==> config.mk <==
export PLATFORM = sky130hd
export DESIGN_NAME = corev_seq
export DESIGN_NICKNAME = d
export VERILOG_FILES = /design/src/rtl/corev_seq_pkg.sv /design/src/rtl/vid_decode.sv /design/src/rtl/ref_stepper.sv /design/src/rtl/fault_keeper.sv /design/src/rtl/corev_seq.sv
export SDC_FILE = /design/constraint.sdc
export NUM_CORES = 1
export LEC_CHECK = 0
export BUFFER_PORTS_ARGS = -buffer_cell sky130_fd_sc_hd__buf_2
export CORE_ASPECT_RATIO = 0.8
export CORE_MARGIN = 2
export CORE_UTILIZATION = 59
export DETAILED_ROUTE_END_ITERATION = 10
export PLACE_DENSITY_LB_ADDON = 0.25
export SLEW_MARGIN = 40
export SYNTH_ARGS = -nofsm -noshare
export SYNTH_HDL_FRONTEND = slang
export SYNTH_SLANG_ARGS = --single-unit
==> constraint.sdc <==
create_clock -name clk -period 5.45 [get_ports clk]
set_clock_uncertainty 0.05 [all_clocks]
set_input_delay 0.545 -clock clk [delete_from_list [all_inputs] [get_ports clk]]
set_output_delay 0.545 -clock clk [all_outputs]
set_load 0.1 [all_outputs]
==> src/rtl/corev_seq_pkg.sv <==
package corev_seq_pkg;

   typedef enum logic [2:0] {
      ST_IDLE      = 3'd0,
      ST_BOOT_RAMP = 3'd1,
      ST_BOOT_HOLD = 3'd2,
      ST_TRIM_RAMP = 3'd3,
      ST_REGULATE  = 3'd4
   } seq_state_e;

endpackage

==> src/rtl/vid_decode.sv <==
module vid_decode #(
   parameter int unsigned VID_W     = 8,
   parameter int unsigned OFS_W     = 6,
   parameter int unsigned REF_W     = 9,
   parameter int unsigned TOP_STEPS = 256,
   parameter int unsigned OFF_CODES = 2
) (
   input  logic [VID_W-1:0]        vid,
   input  logic signed [OFS_W-1:0] ofs,
   output logic                    usable,
   output logic [REF_W-1:0]        target
);
   localparam int SW = REF_W + 2;
   localparam int unsigned MAX_REF = (1 << REF_W) - 1;
   localparam int unsigned CODE_SPAN = 1 << VID_W;

   if (TOP_STEPS > MAX_REF) begin : g_bad_top
      $error("TOP_STEPS must fit in REF_W bits");
   end
   if (OFS_W + 1 > REF_W) begin : g_bad_ofs
      $error("OFS_W too wide for REF_W");
   end

   // off-code window at the top of the code space
   if (OFF_CODES == 0) begin : g_all_usable
      assign usable = 1'b1;
   end else begin : g_top_off
      assign usable = (int'(vid) < int'(CODE_SPAN - OFF_CODES));
   end

   logic signed [SW-1:0] base_s, vid_s, ofs_s, diff_s;

   always_comb begin
      base_s = SW'(TOP_STEPS);
      vid_s  = SW'(vid);
      ofs_s  = SW'(ofs);
      diff_s = base_s - vid_s - ofs_s;
      if (diff_s < 0)
         target = '0;
      else if (diff_s > SW'(MAX_REF))
         target = REF_W'(MAX_REF);
      else
         target = diff_s[REF_W-1:0];
   end
endmodule

==> src/rtl/ref_stepper.sv <==
module ref_stepper #(
   parameter int unsigned REF_W = 9
) (
   input  logic             clk,
   input  logic             rst_n,
   input  logic             clr,
   input  logic             step_en,
   input  logic [REF_W-1:0] goal,
   output logic [REF_W-1:0] level
);
   logic [REF_W-1:0] level_q;

   always_ff @(posedge clk or negedge rst_n) begin
      if (!rst_n)
         level_q <= '0;
      else if (clr)
         level_q <= '0;
      else if (step_en) begin
         if (level_q < goal)
            level_q <= level_q + 1'b1;
         else if (level_q > goal)
            level_q <= level_q - 1'b1;
      end
   end

   assign level = level_q;

   p_hold_without_tick_r2: assert property (@(posedge clk) disable iff (!rst_n)
      (!clr && !step_en) |=> $stable(level_q));

   p_single_step_r4: assert property (@(posedge clk) disable iff (!rst_n)
      !clr |=> (level_q == $past(level_q) ||
                level_q == $past(level_q) + REF_W'(1) ||
                level_q == $past(level_q) - REF_W'(1)));
endmodule

==> src/rtl/fault_keeper.sv <==
module fault_keeper (
   input  logic clk,
   input  logic rst_n,
   input  logic arm,
   input  logic ovp_in,
   input  logic ocp_in,
   output logic ovp_lat,
   output logic ocp_lat
);
   always_ff @(posedge clk or negedge rst_n) begin
      if (!rst_n) begin
         ovp_lat <= 1'b0;
         ocp_lat <= 1'b0;
      end else if (!arm) begin
         ovp_lat <= 1'b0;
         ocp_lat <= 1'b0;
      end else begin
         if (ovp_in) ovp_lat <= 1'b1;
         if (ocp_in) ocp_lat <= 1'b1;
      end
   end

   p_ovp_sticky_r8: assert property (@(posedge clk) disable iff (!rst_n)
      (ovp_lat && arm) |=> ovp_lat);

   p_ocp_cause_r9: assert property (@(posedge clk) disable iff (!rst_n)
      $rose(ocp_lat) |-> $past(ocp_in));

   p_disarm_clears_r10: assert property (@(posedge clk) disable iff (!rst_n)
      !arm |=> (!ovp_lat && !ocp_lat));
endmodule

==> src/rtl/corev_seq.sv <==
module corev_seq
   import corev_seq_pkg::*;
#(
   parameter int unsigned VID_W      = 8,
   parameter int unsigned OFS_W      = 6,
   parameter int unsigned REF_W      = 9,
   parameter int unsigned TOP_STEPS  = 256,
   parameter int unsigned OFF_CODES  = 2,
   parameter int unsigned BOOT_STEPS = 176,
   parameter int unsigned HOLD_TICKS = 8
) (
   input  logic                    clk,
   input  logic                    rst_n,
   input  logic                    en,
   input  logic                    tick,
   input  logic [VID_W-1:0]        vid,
   input  logic signed [OFS_W-1:0] ofs,
   input  logic                    ovp_in,
   input  logic                    ocp_in,
   output logic [REF_W-1:0]        ref_code,
   output logic                    drv_en,
   output logic                    pwm_tri,
   output logic                    low_on,
   output logic                    pgood
);
   localparam int unsigned CNT_W = (HOLD_TICKS > 1) ? $clog2(HOLD_TICKS) : 1;
   localparam logic [REF_W:0] BOOT_W = (REF_W + 1)'(BOOT_STEPS);

   if (BOOT_STEPS < 1 || BOOT_STEPS >= (1 << REF_W)) begin : g_bad_boot
      $error("BOOT_STEPS out of range");
   end
   if (HOLD_TICKS < 1) begin : g_bad_hold
      $error("HOLD_TICKS must be at least 1");
   end

   seq_state_e       state_q;
   logic [CNT_W-1:0] hold_q;
   logic [REF_W-1:0] tgt_q;
   logic [REF_W-1:0] level;
   logic [REF_W-1:0] vid_tgt;
   logic [REF_W-1:0] want;
   logic [REF_W-1:0] goal;
   logic             vid_ok;
   logic             ovp_lat, ocp_lat, fault;
   logic             ramping, step_en;

   vid_decode #(
      .VID_W(VID_W), .OFS_W(OFS_W), .REF_W(REF_W),
      .TOP_STEPS(TOP_STEPS), .OFF_CODES(OFF_CODES)
   ) u_dec (
      .vid(vid), .ofs(ofs), .usable(vid_ok), .target(vid_tgt)
   );

   fault_keeper u_flt (
      .clk(clk), .rst_n(rst_n), .arm(en),
      .ovp_in(ovp_in), .ocp_in(ocp_in),
      .ovp_lat(ovp_lat), .ocp_lat(ocp_lat)
   );

   assign fault = ovp_lat | ocp_lat;
   assign want  = vid_ok ? vid_tgt : tgt_q;

   always_comb begin
      ramping = 1'b0;
      goal    = level;
      case (state_q)
         ST_BOOT_RAMP: begin
            ramping = 1'b1;
            goal    = REF_W'(BOOT_STEPS);
         end
         ST_TRIM_RAMP, ST_REGULATE: begin
            ramping = 1'b1;
            goal    = want;
         end
         default: ;
      endcase
   end

   assign step_en = tick & ramping & ~fault & en;

   ref_stepper #(.REF_W(REF_W)) u_step (
      .clk(clk), .rst_n(rst_n), .clr(~en), .step_en(step_en),
      .goal(goal), .level(level)
   );

   always_ff @(posedge clk or negedge rst_n) begin
      if (!rst_n) begin
         state_q <= ST_IDLE;
         hold_q  <= '0;
         tgt_q   <= '0;
      end else if (!en) begin
         state_q <= ST_IDLE;
         hold_q  <= '0;
         tgt_q   <= '0;
      end else if (!fault) begin
         case (state_q)
            ST_IDLE: state_q <= ST_BOOT_RAMP;
            ST_BOOT_RAMP:
               if (tick && ({1'b0, level} + 1'b1 == BOOT_W)) begin
                  state_q <= ST_BOOT_HOLD;
                  hold_q  <= '0;
               end
            ST_BOOT_HOLD:
               if (tick) begin
                  if (hold_q == CNT_W'(HOLD_TICKS - 1)) begin
                     if (vid_ok) begin
                        tgt_q   <= vid_tgt;
                        state_q <= ST_TRIM_RAMP;
                     end
                  end else begin
                     hold_q <= hold_q + 1'b1;
                  end
               end
            ST_TRIM_RAMP: begin
               if (level == tgt_q) state_q <= ST_REGULATE;
               if (tick) tgt_q <= want;
            end
            ST_REGULATE:
               if (tick) tgt_q <= want;
            default: state_q <= ST_IDLE;
         endcase
      end
   end

   assign ref_code = level;
   assign pgood    = (state_q == ST_REGULATE) & ~fault;
   assign drv_en   = en & (state_q != ST_IDLE) & ~ocp_lat;
   assign pwm_tri  = (state_q == ST_IDLE) | fault;
   assign low_on   = ovp_lat & ovp_in & ~ocp_lat;

   p_boot_below_cap_r3: assert property (@(posedge clk) disable iff (!rst_n)
      (state_q == ST_BOOT_RAMP) |-> (level < REF_W'(BOOT_STEPS)));

   p_hold_at_boot_r3: assert property (@(posedge clk) disable iff (!rst_n)
      (state_q == ST_BOOT_HOLD) |-> (level == REF_W'(BOOT_STEPS)));

   p_good_on_arrival_r6: assert property (@(posedge clk) disable iff (!rst_n)
      $rose(pgood) |-> $past(level == tgt_q));

   p_fault_freezes_r9: assert property (@(posedge clk) disable iff (!rst_n)
      (fault && en) |=> (level == $past(level) || level == '0));

   p_idle_zero_r1: assert property (@(posedge clk) disable iff (!rst_n)
      !en |=> (level == '0 && !pgood));
endmodule

==> flow_summary.toml <==
[global_route]
grt_usage = 0.2847
grt_pass1_wl_um = 11630
overflow = 0
grt_pass1_vias = 2438
grt_max_degree = 27
antenna_found_initial = 0

[critical_path]
worstSetupStartpointType = "input pin"
path_class = "input pin to register"
cp_slowest_stage_delay_ps = 390
cp.required_ps = 5610
cp_slowest_cell = "ha_1"
path_max_fanout = 5
critPathCaptureType = "register"
arrival_ps = 5540

[clock_network]
htreeDepth = 1
cts.reportedPaths.clkPinSlew_ps = 90
worstSkewPairLatency_ps = 270
holdBufCountCts = 0
clock_path_buffers = 2
clock_sinks = 26
cts_tree = "yes"
numCtsBuffers = 3
clock-root-buffer = "clkbuf_8"

[die]
coreArea_um2 = 4514
die_h_um = 64.82
io_pins = 33
fp.dieW_um = 80.02
initial_core_util = 0.6042
die-area_um2 = 5187
fp-row-count = 22

[place]
placed_cells = 436
place_area_um2 = 3099
gp_congestion = 0.9370
place_hpwl_um = 5450
port_buffers = 32

[layout]
area_growth_pct = 22.39
final_common_cell = "nor2_1"
design_area_um2 = 3338
final_nets = 436
drive_above_1_share = 0.2715
fillers = 331
mostFrequentLayoutCells = "nor2_1 (44), buf_2 (32), buf_4 (28), dfrtp_1 (26), ha_1 (24)"
fin_cells = 443
antenna_cells = 0

[route]
final_antenna_net_count = 0
drt-initial-drc-count = 359
drcViolationCount = 0
num_vias = 2746
routedWlPerCell_um = 17.00
dr.pass1.iters = 6
finalWirelength_um = 7533
viasPerCell = 6.199

[power_and_ir_drop]
intPower_uw = 496.7
power_leakage_nw = 1.560
powerDensity_nw_per_um2 = 266.4
p_seq_frac = 0.242
p_sw_uw = 392.7
power.share.clock = 0.126
p_comb_frac = 0.632
sw_frac_of_total = 0.4415
peakVddDrop_mv = 0.2137

[outcome]
status = "finished, final reports clean"

[timing]
hold_violations = 0
fmax_mhz = 185.8
tns_ps = 0
max_slew_margin = 0.5809
slew_viol_final = 0
tightest_slew_ps = 628.7
post-route-period-util = 0.9876
hold_ws_ps = 226.5
period_needed_ps = 5383
finalSetupViolCount = 0

[synth]
ys_seq_area_frac = 0.2385
synth_edf_count = 0
synth.area.top_cells = "dfrtp_1 (24%), ha_1 (13%), xnor2_1 (6.4%)"
syn_nets = 380
synth_area_leader_cell = "dfrtp_1"
synth_top_area_frac = 0.2385
synth-seq-cells = 26
syn-mean-instance-area_um2 = 8.291
synth-main-ff-cell = "dfrtp_1"
syn_area_um2 = 2728
synthCells = 329
yosysWarnings = 0
async_flop_share = 1.000
synth_cell_types = 66

[run]
maxCapViolCount = 0

[worst_hold_path]
hp-class = "input pin to asynchronous set/reset pin"
## worst paths after layout
| check | startpoint | end | slack, ps | depth (start not counted) |
|---|---|---|---|---|
| worst max-delay path | vid[0] | u_step.level[8]$_DFFE_PN0P_ | 70 | 26 |
| worst min-delay path | rst_n | state_q[0]$_DFFE_PN0P_ | 230 | 1 |
| worst max register to register | state_q[0]$_DFFE_PN0P_ | u_step.level[8]$_DFFE_PN0P_ | 1140 | 19 |
| worst min register to register | tgt_q[5]$_DFFE_PN0P_ | tgt_q[5]$_DFFE_PN0P_ | 500 | 1 |
| max in group asynchronous | rst_n | u_step.level[0]$_DFFE_PN0P_ | 4710 | 1 |
| min in group clk | ocp_in | u_flt.ocp_lat$_DFFE_PN0P_ | 440 | 3 |
## flip-flops by register name, summed over array words and instances (netlist names)
register       flops
hold_q             3
state_q            3
tgt_q              9
u_flt.ocp_lat      1
u_flt.ovp_lat      1
u_step.level       9
## synth_stat cells (2+ instances only)
master and n:
ha_1 29, buf_2 5, and2_1 2, nand3_1 12, a211oi_1 4, o21ai_0 7
mux2i_1 8, o211ai_1 3, a22oi_1 5, a21o_1 4, o21bai_1 2, nand2_1 21
a22o_1 5, o22ai_1 3, nand2b_1 7, nor3_1 10, nor2_1 45, xor2_1 9
dfrtp_1 26, o2111ai_1 2, a21oi_1 15, nand4_1 5, clkbuf_1 3, inv_1 19
xnor2_1 20, o21a_1 2, fa_1 2, nor4_1 6, a222oi_1 3, or2_2 2
nor2b_1 2, a21o_2 2, a31oi_1 6
## cell families (layout without fill, tap and decap cells)
logic type | count (synthesis) | count (layout) | share of synthesized area
simple gates | 126 | 126 | 0.2275
compound gates | 78 | 78 | 0.2087
mux | 9 | 9 | 0.03486
buf+inv | 29 | 83 | 0.04358
xor+xnor | 30 | 30 | 0.09909
fa+ha+maj | 31 | 31 | 0.1477
flops | 26 | 26 | 0.2385
## layout make-up
class	count	area, um^2	area share
sequential	26	650.6	0.1949
clock buffer	3	41.29	0.01237
multi-input combinational	274	2126	0.6368
inverter	20	75.07	0.02249
tap	60	75.07	0.02249
timing repair buffer	60	370.4	0.1109
## worst max-delay path: cells and delay by family
kind                       cells  cell delay (ps)
adders and majority gates      3             1070
and+or+nand+nor                7             1030
buffers and inverters          3              340
muxes                          1              180
AOI/OAI and AO/OA             11             2180
xor gates and xnor gates       1              160
## layer usage
metal	part of all wire	GRT usage
met5	0	0
met4	0.0054	0.03178
met1	0.46	0.4361
met2	0.45	0.4396
met3	0.084	0.03900
## what timing repair did
item,CTS,global route
endpoints found under the setup margin,0,4
gates resized for setup,0,30
endpoints found under the hold margin,0,0
setup buffers,0,4
## metrics by stage
step,power [mW],setup WS (ps),util
5_1_grt,0.9472,-161.6,0.7395
2_1_floorplan,0.5481,90.77,-
3_5_place_dp,0.7107,-218.7,0.6865
4_1_cts,0.8223,54.25,0.6957
6_report,0.8894,67.43,0.7395
3_3_place_gp,0.6940,-11.59,0.6865
## power groups by stage
stage	Sequential [mW]	Combinational [mW]	Clock (mW)
final	0.215	0.562	0.112
after CTS	0.214	0.495	0.113
after floorplan	0.246	0.303	0
after global placement	0.217	0.477	0
after detailed placement	0.218	0.493	0
after global routing	0.216	0.611	0.121
(Power assumes the default switching activity.)
